File: config.mk
export PLATFORM = sky130hd
export DESIGN_NAME = bus_err_capture
export DESIGN_NICKNAME = d
export VERILOG_FILES = /design/src/rtl/bus_err_pkg.sv /design/src/rtl/bus_err_detect.sv /design/src/rtl/bus_err_store.sv /design/src/rtl/bus_err_readmux.sv /design/src/rtl/bus_err_capture.sv
export SDC_FILE = /design/constraint.sdc
export NUM_CORES = 1
export LEC_CHECK = 0
export BUFFER_PORTS_ARGS = -buffer_cell sky130_fd_sc_hd__buf_4
export CAP_MARGIN = 10
export CORE_MARGIN = 2
export CORE_UTILIZATION = 40
export CTS_CLUSTER_DIAMETER = 40
export CTS_CLUSTER_SIZE = 24
export DETAILED_ROUTE_END_ITERATION = 8
export PLACE_DENSITY_LB_ADDON = 0.05
export SYNTH_ARGS = -nofsm -noshare
export SYNTH_HDL_FRONTEND = slang
export SYNTH_SLANG_ARGS = --single-unit
File: constraint.sdc
create_clock -name clk -period 1 [get_ports clk]
set_input_delay 0.1 -clock clk [delete_from_list [all_inputs] [get_ports clk]]
set_output_delay 0.1 -clock clk [all_outputs]
set_load 0.005 [all_outputs]
File: src/rtl/bus_err_pkg.sv
package bus_err_pkg;
  localparam int unsigned REG_W = 64;

  typedef struct packed {
    logic lock;
    logic mem;
    logic data;
    logic write;
  } cyc_attr_t;

  function automatic logic [REG_W-1:0] attr_word(input cyc_attr_t a, input logic vld);
    logic [REG_W-1:0] w;
    w = '0;
    w[0] = vld;
    w[1] = a.write;
    w[2] = a.data;
    w[3] = a.mem;
    w[4] = a.lock;
    return w;
  endfunction
endpackage

File: src/rtl/bus_err_detect.sv
module bus_err_detect (
  input  logic clk,
  input  logic rst_n,
  input  logic bus_check,
  input  logic parity_check,
  input  logic parity_enable,
  input  logic en_wr,
  input  logic en_din,
  output logic en_q,
  output logic capture,
  output logic exc_req
);
  logic cond_d;

  assign capture = bus_check | (parity_check & parity_enable);

  always_ff @(posedge clk or negedge rst_n) begin
    if (!rst_n) begin
      en_q    <= 1'b0;
      cond_d  <= 1'b0;
      exc_req <= 1'b0;
    end else begin
      if (en_wr) en_q <= en_din;
      cond_d  <= capture;
      exc_req <= capture & ~cond_d & en_q;
    end
  end

  // a request implies the enable bit was set in the error cycle
  a_r8_enable_before: assert property (@(posedge clk) disable iff (!rst_n)
    exc_req |-> $past(en_q));
  // never two request cycles in a row
  a_r9_single_pulse: assert property (@(posedge clk) disable iff (!rst_n)
    exc_req |=> !exc_req);
endmodule

File: src/rtl/bus_err_store.sv
module bus_err_store
  import bus_err_pkg::*;
#(
  parameter int unsigned ADDR_W = 32
) (
  input  logic              clk,
  input  logic              rst_n,
  input  logic              capture,
  input  logic              clr_valid,
  input  cyc_attr_t         attr_in,
  input  logic [ADDR_W-1:0] addr_in,
  output cyc_attr_t         attr_q,
  output logic              valid_q,
  output logic [ADDR_W-1:0] addr_q
);
  always_ff @(posedge clk or negedge rst_n) begin
    if (!rst_n) begin
      attr_q  <= '0;
      valid_q <= 1'b0;
      addr_q  <= '0;
    end else if (capture) begin
      attr_q  <= attr_in;
      valid_q <= 1'b1;
      addr_q  <= addr_in;
    end else if (clr_valid) begin
      valid_q <= 1'b0;
    end
  end

  // a capture leaves the valid flag set (R6: even with a clear)
  a_r1_capture_sets_valid: assert property (@(posedge clk) disable iff (!rst_n)
    capture |=> valid_q);
  // the captured address is the one presented
  a_r6_capture_addr: assert property (@(posedge clk) disable iff (!rst_n)
    capture |=> addr_q == $past(addr_in));
  // the clear drops only the valid flag
  a_r5_clear_only_valid: assert property (@(posedge clk) disable iff (!rst_n)
    (clr_valid && !capture) |=> (!valid_q && $stable(attr_q) && $stable(addr_q)));
  // without a capture the address holds
  a_r2_hold_addr: assert property (@(posedge clk) disable iff (!rst_n)
    !capture |=> $stable(addr_q));
endmodule

File: src/rtl/bus_err_readmux.sv
module bus_err_readmux
  import bus_err_pkg::*;
#(
  parameter int unsigned ADDR_W   = 32,
  parameter int unsigned IDX_W    = 8,
  parameter int unsigned IDX_ADDR = 0,
  parameter int unsigned IDX_TYPE = 1
) (
  input  logic              rd,
  input  logic [IDX_W-1:0]  idx,
  input  cyc_attr_t         attr_q,
  input  logic              valid_q,
  input  logic [ADDR_W-1:0] addr_q,
  output logic [REG_W-1:0]  rdata,
  output logic              clr_valid
);
  logic hit_addr, hit_type;

  assign hit_addr  = rd && (idx == IDX_W'(IDX_ADDR));
  assign hit_type  = rd && (idx == IDX_W'(IDX_TYPE));
  assign clr_valid = hit_type;

  always_comb begin
    rdata = '0;
    if (hit_addr)      rdata = REG_W'(addr_q);
    else if (hit_type) rdata = attr_word(attr_q, valid_q);
  end

  // the clear strobe comes only from the attribute index
  always_comb begin
    if (clr_valid) a_r7_clear_index: assert (idx == IDX_W'(IDX_TYPE));
  end
endmodule

File: src/rtl/bus_err_capture.sv
module bus_err_capture
  import bus_err_pkg::*;
#(
  parameter int unsigned ADDR_W = 32,
  parameter int unsigned IDX_W  = 8
) (
  input  logic              clk,
  input  logic              rst_n,
  input  logic              cyc_lock,
  input  logic              cyc_mem,
  input  logic              cyc_data,
  input  logic              cyc_write,
  input  logic [ADDR_W-1:0] cyc_addr,
  input  logic              bus_check,
  input  logic              parity_check,
  input  logic              parity_enable,
  input  logic              mce_en_wr,
  input  logic              mce_en_din,
  output logic              mce_en,
  input  logic              msr_rd,
  input  logic [IDX_W-1:0]  msr_idx,
  output logic [REG_W-1:0]  msr_rdata,
  output logic              mc_exc_req
);
  logic              capture, clr_valid, valid_q;
  cyc_attr_t         attr_in, attr_q;
  logic [ADDR_W-1:0] addr_q;

  assign attr_in = '{lock: cyc_lock, mem: cyc_mem, data: cyc_data, write: cyc_write};

  bus_err_detect u_detect (
    .clk(clk), .rst_n(rst_n),
    .bus_check(bus_check), .parity_check(parity_check), .parity_enable(parity_enable),
    .en_wr(mce_en_wr), .en_din(mce_en_din), .en_q(mce_en),
    .capture(capture), .exc_req(mc_exc_req)
  );

  bus_err_store #(.ADDR_W(ADDR_W)) u_store (
    .clk(clk), .rst_n(rst_n), .capture(capture), .clr_valid(clr_valid),
    .attr_in(attr_in), .addr_in(cyc_addr),
    .attr_q(attr_q), .valid_q(valid_q), .addr_q(addr_q)
  );

  bus_err_readmux #(.ADDR_W(ADDR_W), .IDX_W(IDX_W)) u_rd (
    .rd(msr_rd), .idx(msr_idx), .attr_q(attr_q), .valid_q(valid_q), .addr_q(addr_q),
    .rdata(msr_rdata), .clr_valid(clr_valid)
  );

  // reserved upper bits of the read data stay zero on a type read
  a_r3_reserved_zero: assert property (@(posedge clk) disable iff (!rst_n)
    (msr_rd && msr_idx == IDX_W'(1)) |-> msr_rdata[REG_W-1:5] == '0);
endmodule

==> summary.txt, run 1 <==
Min path
  • Min-delay worst type: in -> reg

Power
  • Switching Fraction: 22.9%
  • Sw Pwr: 0.873 mW
  • Comb power frac: 14.8%
  • Clk network pwr share: 37.2%
  • Seq pwr share: 48.0%
  • Pwr/cell area: 1260 nW/um^2
  • Pint: 2.94 mW
  • Total power: 3.82 mW
  • Peak supply drop: 0.861 mV
  • Leak: 1.69 nW

Clock tree
  • Clock sinks: 40
  • CTS clk-pin slew, worst paths: 0.07 ns
  • Bufs on Longest Clock Path: 2
  • TritonCTS buffer count: 5
  • Skew-Pair Late Insertion Delay: 0.28 ns
  • Clk root buf: clkbuf_8
  • H-Tree Depth: 2
  • TritonCTS clock tree: done

Job
  • Maxcap violations: 0

Run status
  • Failing checks: setup timing
  • Run status: complete, but fails checks

STA
  • Slew Viols, Final: 0
  • Worst Slack Setup Final: -0.264 ns
  • Fin. Hold Viols: 0
  • Tcrit/Tclk final: 126%
  • Final Skew: 0.000185 ns
  • Setup violators final: 32
  • Worst slew pin tran: 0.513 ns
  • Fmax: 791 MHz
  • Slew margin rel.: 65.8%
  • Fin crit period: 1.26 ns
  • RSZ-0062 raised after global routing: true

Critical path
  • Worst-path fanout max: 27
  • Slowest stage delay, CP: 0.27 ns
  • Crit path buf inv count: 3
  • Critical Path Sink Type: output pin
  • Critical Path Source Type: input port
  • Critical path's most frequent cell: buf_4
  • CP max-delay cell: nor4b_4
  • Delay-heaviest family, CP: simple AND/OR/NAND/NOR gates
  • CP required: 0.90 ns
  • Crit path cell chain: buf_4, nor4b_4, and3b_2, buf_12, and2_2, buf_4
  • Crit Path Category: in -> out
  • Worst Path Arrival: 1.16 ns

Route
  • # DRC: 0
  • First DRT Iteration DRCs: 67
  • Antenna Violating Nets Remaining: 0
  • Routed WL: 4550 um
  • Drt wl/cell: 10.9 um
  • Via count: 1719
  • Drt pass-1 iters: 3
  • Drt via density: 4.10

Finish
  • Inserted Diodes: 0
  • Multi-input logic area: 905 um^2
  • Area grow syn2layout: 45.7%
  • Final Non-Filler Cells: 419
  • Nets@finish: 400
  • Fillers: 510
  • Layout cells sized above 1: 38.1%
  • Sequential cell area: 1000 um^2

Logic synthesis
  • YS warnings: 0
  • Mapped Cells: 240
  • Synth cell types: 21
  • FF+latch count, synth: 40
  • Netlist Area Pre-Place: 2080 um^2
  • Synth area leader: dfrtp_1
  • Avg Inst Size Synth: 8.69 um^2
  • Top cells by area, synth: dfrtp_1, nand2_1, buf_4
  • Top cell type's share of synthesized area: 48.0%
  • Post-synthesis sequential area ratio: 48.0%

Die
  • I/O pin cnt: 118
  • Die area: 5800 um^2
  • Core Rows: 26
  • Core area: 5070 um^2
  • Chip height: 76.2 um
  • Initial core utilization: 41.1%
  • Die W: 76.2 um

GRT
  • Largest net degree at the start of global routing: 41
  • Met2 Usage GRT: 27.1%
  • Layer with the highest usage: met2
  • First-pass GRT wire length: 7800 um
  • Global-route usage over all layers: 16.5%
  • Vias in the first global route: 1718
  • Initial antenna violation count: 0
  • Gr ovfl total: 0
  • M3 GR Usage: 6.75%
  • Met1 Use GR: 20.0%

Placed design
  • Placed Cells: 391
  • PortBufs: 85
  • Gpl congestion: 0.752
  • HPWL Detailed: 3130 um
layout make-up:
cell class                 count  share of cell area, %
timing repair buffer         114                   30.1
inverter                       1                  0.124
tap                           70                   2.88
multi-input combinational    186                   29.8
clock buffer                   7                   3.17
sequential                    40                   33.0
clock inverter                 1                  0.989
cell families after synthesis:
| logic type | count (synthesis) | share of synthesized area, % |
|---|---|---|
| AOI/OAI and AO/OA | 2 | 0.600 |
| other | 1 | 0.180 |
| and+or+nand+nor | 146 | 33.0 |
| buffers and inverters | 45 | 15.2 |
| muxes | 6 | 2.94 |
| DFF | 40 | 48.0 |
cells in the final DEF, fill, tap and decap left out:
cell	n
nand2_1	108
nor2_2	3
conb_1	32
nor3b_1	1
mux2_2	1
dlygate4sd3_1	18
a21oi_4	1
buf_12	1
nor4_4	1
a21o_1	1
and2_2	20
nand2_2	1
mux2i_1	5
clkbuf_8	7
and3b_2	1
nor2_1	2
dfrtp_1	40
nand3_1	1
bufinv_16	1
nor4b_4	1
and2_1	7
buf_4	95
inv_1	1
cell usage after synthesis, drive strengths merged:
cell type and number:
nand2 109, buf 43, dfrtp 40, and2 27, mux2i 5, nor2 5, a21o 1, a21oi 1
and3b 1, clkbuf 1, conb 1, inv 1, mux2 1, nand3 1, nor3b 1, nor4 1
nor4b 1
power by group through the flow:
stage	Clock (mW)	Sequential (mW)	Combinational [mW]
detailed placement	0	1.87	0.505
floorplan	0	1.85	0.330
CTS	1.47	1.83	0.558
finish	1.42	1.83	0.563
global route	1.52	1.85	0.645
global placement	0	1.86	0.498
registers in the layout, summed over array words and instances, names as in the netlist:
name,count
u_store.addr_q,32
u_store.valid_q,1
u_store.attr_q,4
u_detect.cond_d,1
u_detect.exc_req,1
u_detect.en_q,1
metrics by stage:
step	hold slack (ns)	area (um^2)	setup slack, ns	utilization, %	TNS, ns
2_1_floorplan	-0.196	2200	-0.0268	-	-0.480
3_3_place_gp	0.110	2700	-0.267	53.3	-7.17
3_5_place_dp	0.113	2700	-0.273	53.3	-7.30
4_1_cts	0.000333	3010	-0.268	59.3	-7.26
5_1_grt	0.00175	3040	-0.337	59.8	-9.42
6_report	0.00826	3040	-0.264	59.8	-7.09
metal layers:
layer / part of all wire, % / routed length, um
met3: 8.1 / 369
met2: 48 / 2190
met1: 43 / 1940
met5: 0 / 0
met4: 1.1 / 48
path summary, 6_finish.rpt:
path                                  from                 end  slack (ns)  cells after the start
max in group asynchronous            rst_n   u_store.addr_q[6]        0.31                      2
min                           cyc_addr[20]  u_store.addr_q[20]       0.008                      3
max                             msr_idx[1]        msr_rdata[8]       -0.26                      6
max reg2reg                  u_detect.en_q       u_detect.en_q        0.25                      1
min in group asynchronous            rst_n   u_store.addr_q[0]        0.33                      2
min reg2reg                u_detect.cond_d    u_detect.exc_req        0.40                      1
repair_timing:
action / CTS / global route
gates resized for setup: 1 / 4
endpoints found under the setup margin: 32 / 32
buffers inserted: 1 / 1
endpoints found under the hold margin: 56 / 1
hold buffers: 17 / 1
pin swaps: 2 / 2
Note: power is estimated with default switching activity, not from simulation.
==> run 2, diff against run 1 <==
==> constraint.sdc (replaced) <==
create_clock -name clk -period 1 [get_ports clk]
set_input_delay 0.25 -clock clk [delete_from_list [all_inputs] [get_ports clk]]
set_output_delay 0.25 -clock clk [all_outputs]
set_load 0.005 [all_outputs]
==> summary.txt, run 2 (synthesis gave the netlist of run 1 again) <==
Run status
  • Failing checks: setup timing
  • Run status: complete, but fails checks

Power
  • Total power: 3.48 mW (-8.7%)
  • Pwr/cell area: 1170 nW/um^2 (-7.1%)
  • Peak supply drop: 0.744 mV (-14%)
  • Leak: 1.64 nW (-2.6%)

Placed design
  • Dpl cell area: 2700 um^2 (-0.28%)
  • PortBufs: 85 (unchanged)
  • Gpl congestion: 0.715 (-4.9%)
  • Placed Cells: 390 (-0.26%)
  • Post-Place Worst Slack: -0.647 ns (-0.374 ns)
  • HPWL Detailed: 3270 um (+4.6%)

Finish
  • Biggest regs: u_store.addr_q (32), u_store.attr_q (4)
  • Nets@finish: 387 (-3.3%)
  • Post-layout util: 58.8% (-1.0 points)
  • Commonest non-fill, non-tap cell in the layout: nand2_1
  • Layout cells sized above 1: 42.9% (+4.7 points)
  • Inserted Diodes: 0 (unchanged)
  • Fin area: 2990 um^2 (-1.7%)
  • Final Non-Filler Cells: 406 (-3.1%)
  • Number of flip-flops under the largest register name: 32 (unchanged)
  • Commonest cells after routing, fill and taps aside: nand2_1, buf_4, dfrtp_1, conb_1
  • Area grow syn2layout: 43.2%
  • Reg with most FFs: u_store.addr_q

Clock tree
  • TritonCTS clock tree: done
  • Clk root buf: clkbuf_8
  • Clock sinks: 40 (unchanged)
  • H-Tree Depth: 2 (unchanged)
  • Skew-Pair Late Insertion Delay: 0.29 ns (about the same)
  • Bufs on Longest Clock Path: 2 (unchanged)
  • CTS clk-pin slew, worst paths: 0.07 ns (about the same)
  • TritonCTS buffer count: 5 (unchanged)

Die
  • Initial core utilization: 41.1% (unchanged)
  • Core area: 5070 um^2 (unchanged)
  • I/O pin cnt: 118 (unchanged)
  • Die W: 76.2 um (unchanged)
  • Die area: 5800 um^2 (unchanged)
  • Chip height: 76.2 um (unchanged)
  • Core Rows: 26 (unchanged)

Critical path
  • Critical Path Source Type: input port
  • Worst Path Arrival: 1.34 ns (+0.18 ns)
  • Crit path cell chain: buf_6, nor4_4, and3b_2, buf_8, and2_2, buf_4
  • Crit Path Category: in -> out
  • Slowest stage delay, CP: 0.29 ns (+0.02 ns)
  • Crit path buf inv count: 3 (unchanged)
  • Critical Path Sink Type: output pin
  • RR Startpoint: u_detect.en_q
  • Crit path from: msr_idx[6]
  • Worst-path fanout max: 16 (-41%)
  • CP required: 0.75 ns (-0.15 ns)
  • Critical path depth: 6 (unchanged)
  • Delay-heaviest family, CP: simple AND/OR/NAND/NOR gates
  • Worst Reg-to-Reg Cells: 3 (+2)
  • CP max-delay cell: and3b_2

STA
  • Fmax: 629 MHz (-21%)
  • Fin crit period: 1.59 ns (+0.328 ns)
  • TNS Setup: -16.98 ns (-9.88 ns)
  • Tcrit/Tclk final: 159% (+33 points)
  • Slew Viols, Final: 0 (unchanged)
  • Worst Slack Setup Final: -0.591 ns (-0.328 ns)
  • Setup violators final: 34 (+6.3%)
  • Worst slew pin tran: 0.507 ns (-0.00650 ns)
  • Fin. Hold Viols: 0 (unchanged)
  • RSZ-0062 raised after global routing: true
  • Slew margin rel.: 66.2% (+0.43 points)
  • Final Skew: 0.000139 ns (-0.0000455 ns)
  • Hold Slack: 0.155 ns (+0.147 ns)

Route
  • Via count: 1687 (-1.9%)
  • Antenna Violating Nets Remaining: 0 (unchanged)
  • Drt via density: 4.16 (+1.3%)
  • Routed WL: 4620 um (+1.5%)
  • Drt wl/cell: 11.4 um (+4.8%)
  • # DRC: 0 (unchanged)
  • Drt pass-1 iters: 4 (+1)
  • First DRT Iteration DRCs: 53 (-21%)

Min path
  • Hold path cells: 3 (unchanged)
  • Hold_sp: cyc_addr[17]
  • Min-delay worst type: in -> reg

GRT
  • Gr ovfl total: 0 (unchanged)
  • Initial antenna violation count: 0 (unchanged)
  • Global-route usage over all layers: 16.5% (unchanged)
  • Largest net degree at the start of global routing: 41 (unchanged)
  • Vias in the first global route: 1593 (-7.3%)
  • First-pass GRT wire length: 7700 um (-1.2%)

Job
  • Maxcap violations: 0 (unchanged)
run 2: changes by cell type in the layout (fill, tap and decap cells not counted), moves of 2 or more:
cell,change
and2_4,+6
mux2i_2,+3
mux2i_1,-3
nor2_1,-2
dlygate4sd3_1,-17
and2_2,-5
buf_4,-12
clkinv_2,+2
buf_6,+15
nor2_4,+3
run 2: power breakdown:
part	internal [mW]	total [mW]	switching, mW	leakage [nW]
Sequential	1.77	1.84	0.0748	0.479
Combinational	0.288	0.561	0.274	1.11
Clock	0.550	1.08	0.532	0.0510
Total	2.60	3.48	0.881	1.64
run 2: layout make-up:
type / instances / area (um^2)
fillers: 519 / 2090
clock inverters: 2 / 10.0
repair buffers: 101 / 837
flip-flops and latches: 40 / 1000
inverters: 1 / 3.75
clock buffers: 6 / 82.6
well taps: 70 / 87.6
multi-input cells: 186 / 963
run 2: path summary, 6_finish.rpt:
| path | slack [ns] | end |
|---|---|---|
| setup reg to reg | 0 | u_detect.en_q |
| hold / removal | 0.16 | u_store.addr_q[17] |
| max in group asynchronous | 0.17 | u_store.addr_q[0] |
| min in group asynchronous | 0.48 | u_store.addr_q[3] |
| hold reg to reg | 0.40 | u_detect.exc_req |
| setup / recovery | -0.59 | msr_rdata[18] |
run 2: repair_timing:
| item | CTS | global route |
|---|---|---|
| hold buffers | 1 | 0 |
| pin swaps | 14 | 4 |
| buffers inserted | 4 | 4 |
| hold endpoints to repair | 40 | 0 |
| cloned | 1 | 0 |
| resized for setup | 24 | 16 |
| setup endpoints to repair | 34 | 35 |
run 2: routing by layer:
metal	global-route usage (%)	vias up	share of wire (%)
li1	-	850	-
met1	20.6	764	40
met2	26.2	67	49
met3	6.64	6	9.5
met4	5.45	0	1.3
met5	0	-	0
run 2: worst min-delay path, cell delays in order:
cell     delay [ns]
buf_4          0.08
nand2_1        0.04
nand2_1        0.05
==> run 3, diff against run 2 <==
- ABC_AREA: default -> 0
- SYNTH_HIERARCHICAL: default -> 1
==> summary.txt, run 3 <==
Critical path
  • Worst-path fanout max: 8 (-8)
  • Worst Path Arrival: 1.56 ns (+0.22 ns)
  • Critical Path Sink Type: output pin
  • RR Startpoint: u_store/addr_q[6]
  • Worst Reg-to-Reg Cells: 2 (-1)
  • CP required: 0.75 ns (about the same)
  • Crit path buf inv count: 3 (unchanged)
  • Slowest stage delay, CP: 0.61 ns (+0.32 ns)
  • Delay-heaviest family, CP: simple AND/OR/NAND/NOR gates
  • R2r setup slk: 0.10 ns (+0.10 ns)
  • Crit Path Category: in -> out
  • RR Endpoint: u_store/addr_q[6]
  • CP max-delay cell: or4_4
  • Critical Path Source Type: input port
  • Crit path cell chain: buf_6, or4_4, buf_12, nor4b_4, buf_4

Logic synthesis
  • Synth cell types: 21 (unchanged)
  • Post-Synth Adder-Cell Area: 0% (unchanged)
  • Simple logic cell fraction of the synthesized area: 17.7% (-15 points)
  • Mapped Cells: 183 (-24%)
  • Number of flops mapped to enable cells by yosys: 0 (unchanged)
  • Top cell type's share of synthesized area: 40.1% (-8.0 points)
  • Fraction of registers with async set/reset: 100% (unchanged)
  • FF+latch count, synth: 40 (unchanged)
  • Synth Area in Compound Gates: 0.601% (+0.00066 points)
  • Largest family of logic cells by synthesized area: multiplexers
  • Synth area leader: dfrtp_1
  • Most common cell in the netlist: dfrtp_1
  • Synth Area in XOR/XNOR: 0% (unchanged)
  • Netlist Area Pre-Place: 2500 um^2 (+20%)
  • YS warnings: 6 (+6)
  • Top cells by area, synth: dfrtp_1, mux2_4, buf_4
  • Top_reg_cell synth: dfrtp_1
  • Avg Inst Size Synth: 13.7 um^2 (+57%)
  • Mux contribution to synthesized area: 23.0% (+20 points)
  • Most common library cells after synthesis: dfrtp_1, buf_4, mux2_4
  • Post-synthesis sequential area ratio: 40.1% (-8.0 points)

STA
  • TNS Setup: -24.44 ns (-7.47 ns)
  • Tcrit/Tclk final: 181% (+22 points)
  • Worst Slack Setup Final: -0.814 ns (-0.223 ns)
  • Fin. Hold Viols: 0 (unchanged)
  • RSZ-0062 raised after global routing: true
  • Final Skew: 0.0000993 ns (-0.0000398 ns)
  • Fin crit period: 1.81 ns (+0.223 ns)
  • Slew Viols, Final: 0 (unchanged)
  • Fmax: 551 MHz (-12%)
  • Setup violators final: 35 (+2.9%)

Placed design
  • HPWL Detailed: 3730 um (+14%)
  • Gpl congestion: 0.733 (+2.5%)
  • PortBufs: 85 (unchanged)

Min path
  • Hold_sp: cyc_addr[12]
  • Hold path cells: 2 (-1)
  • Hold EP: u_store/addr_q[12]
  • Min-delay worst type: in -> reg

Route
  • First DRT Iteration DRCs: 55 (+3.8%)
  • Antenna Violating Nets Remaining: 0 (unchanged)
  • Drt via density: 4.65 (+12%)
  • # DRC: 0 (unchanged)
  • Drt pass-1 iters: 4 (unchanged)
  • Via count: 1660 (-1.6%)
  • Routed WL: 5270 um (+14%)
  • Drt wl/cell: 14.8 um (+30%)

Power
  • Peak supply drop: 0.882 mV (+18%)
  • Pwr/cell area: 1070 nW/um^2 (-8.4%)
  • Leak: 1.79 nW (+9.0%)

Finish
  • Inserted Diodes: 0 (unchanged)
  • Biggest regs: u_store/addr_q (32), u_store/attr_q (4)
  • Commonest non-fill, non-tap cell in the layout: buf_4
  • Reg with most FFs: u_store/addr_q
  • Area grow syn2layout: 43.1% (about the same)
  • Commonest cells after routing, fill and taps aside: buf_4, dfrtp_1, conb_1, mux2_4, nor4b_4
  • Nets@finish: 333 (-14%)
  • Layout cells sized above 1: 66.0% (+23 points)
  • Post-layout util: 59.7% (+0.86 points)
  • Number of flip-flops under the largest register name: 32 (unchanged)

Clock tree
  • Clk root buf: clkbuf_8
  • Clock sinks: 40 (unchanged)
  • H-Tree Depth: 2 (unchanged)
  • Bufs on Longest Clock Path: 2 (unchanged)
  • Skew-Pair Late Insertion Delay: 0.28 ns (about the same)
  • CTS clk-pin slew, worst paths: 0.07 ns (about the same)
  • TritonCTS buffer count: 5 (unchanged)
  • TritonCTS clock tree: done

GRT
  • Vias in the first global route: 1764 (+11%)
  • First-pass GRT wire length: 8800 um (+14%)
  • Initial antenna violation count: 0 (unchanged)
  • Global-route usage over all layers: 15.6% (-0.83 points)
  • Gr ovfl total: 0 (unchanged)
  • Largest net degree at the start of global routing: 41 (unchanged)

Die
  • Core Rows: 28 (+7.7%)
  • Initial core utilization: 41.7% (+0.63 points)
  • Die area: 6890 um^2 (+19%)
  • Core area: 5990 um^2 (+18%)
  • Die W: 83.0 um (+9.0%)
  • I/O pin cnt: 118 (unchanged)
  • Chip height: 83.0 um (+9.0%)

Run status
  • Run status: complete, but fails checks
  • Failing checks: setup timing

Job
  • Maxcap violations: 0 (unchanged)
run 3: how the worst max path moves through the flow:
stage                          to  slack, ns       start  depth (start not counted)
CTS                 msr_rdata[19]      -0.82  msr_idx[1]                          5
floorplan           msr_rdata[10]      -0.56  msr_idx[3]                          4
finish              msr_rdata[19]      -0.81  msr_idx[1]                          5
global route        msr_rdata[19]      -0.86  msr_idx[1]                          5
detailed placement  msr_rdata[30]      -0.82  msr_idx[4]                          5
global placement    msr_rdata[30]      -0.82  msr_idx[4]                          5
run 3: report_power, final:
group / leakage [nW] / total, mW / internal [mW] / switching [mW]
clock network: 0.0455 / 1.07 / 0.562 / 0.512
logic: 1.28 / 0.885 / 0.533 / 0.352
registers: 0.465 / 1.86 / 1.77 / 0.0891
total: 1.79 / 3.82 / 2.87 / 0.953
run 3: through the flow:
| stage | setup slack, ns | total power [mW] | hold WS, ns | std cells | cell area [um^2] |
|---|---|---|---|---|---|
| after floorplan | -0.558 | 2.49 | -0.0456 | 214 | 2780 |
| final | -0.814 | 3.82 | 0.188 | 357 | 3580 |
| after global placement | -0.823 | 2.71 | 0.225 | 346 | 3310 |
| after detailed placement | -0.823 | 2.72 | 0.223 | 346 | 3310 |
| after CTS | -0.816 | 3.86 | 0.177 | 357 | 3510 |
| after global routing | -0.857 | 4.05 | 0.170 | 357 | 3580 |
run 3: final cells by class:
type | count | area [um^2]
flip-flops and latches | 40 | 1000
repair buffers | 108 | 947
well taps | 75 | 93.8
inverters | 14 | 52.6
multi-input cells | 112 | 1390
fillers | 505 | 2410
clock buffers | 8 | 90.1
run 3: cell families (layout without fill, tap and decap cells):
kind of cell	Yosys count	count (layout)
mux	42	42
other cells	1	32
compound gates	2	2
flops	40	40
buf+inv	62	130
simple gates	36	36
run 3: worst reg2reg max path: stages, from the launching register on:
cell	delay, ns
dfrtp_1	0.40
buf_4	0.14
mux2_4	0.25
run 3: metal layers:
| layer | routed length [um] | track usage, % |
|---|---|---|
| met3 | 380 | 4.77 |
| met5 | 0 | 0 |
| met2 | 2520 | 24.3 |
| met1 | 2320 | 21.6 |
| met4 | 44 | 3.58 |
run 3: repair_timing:
action                     CTS  global route
hold buffers                 1             0
hold endpoints to repair    40             0
pin swaps                    2             6
gates cloned                 1             0
setup endpoints to repair   35            35
buffers inserted             1             0
gates resized for setup     13             8
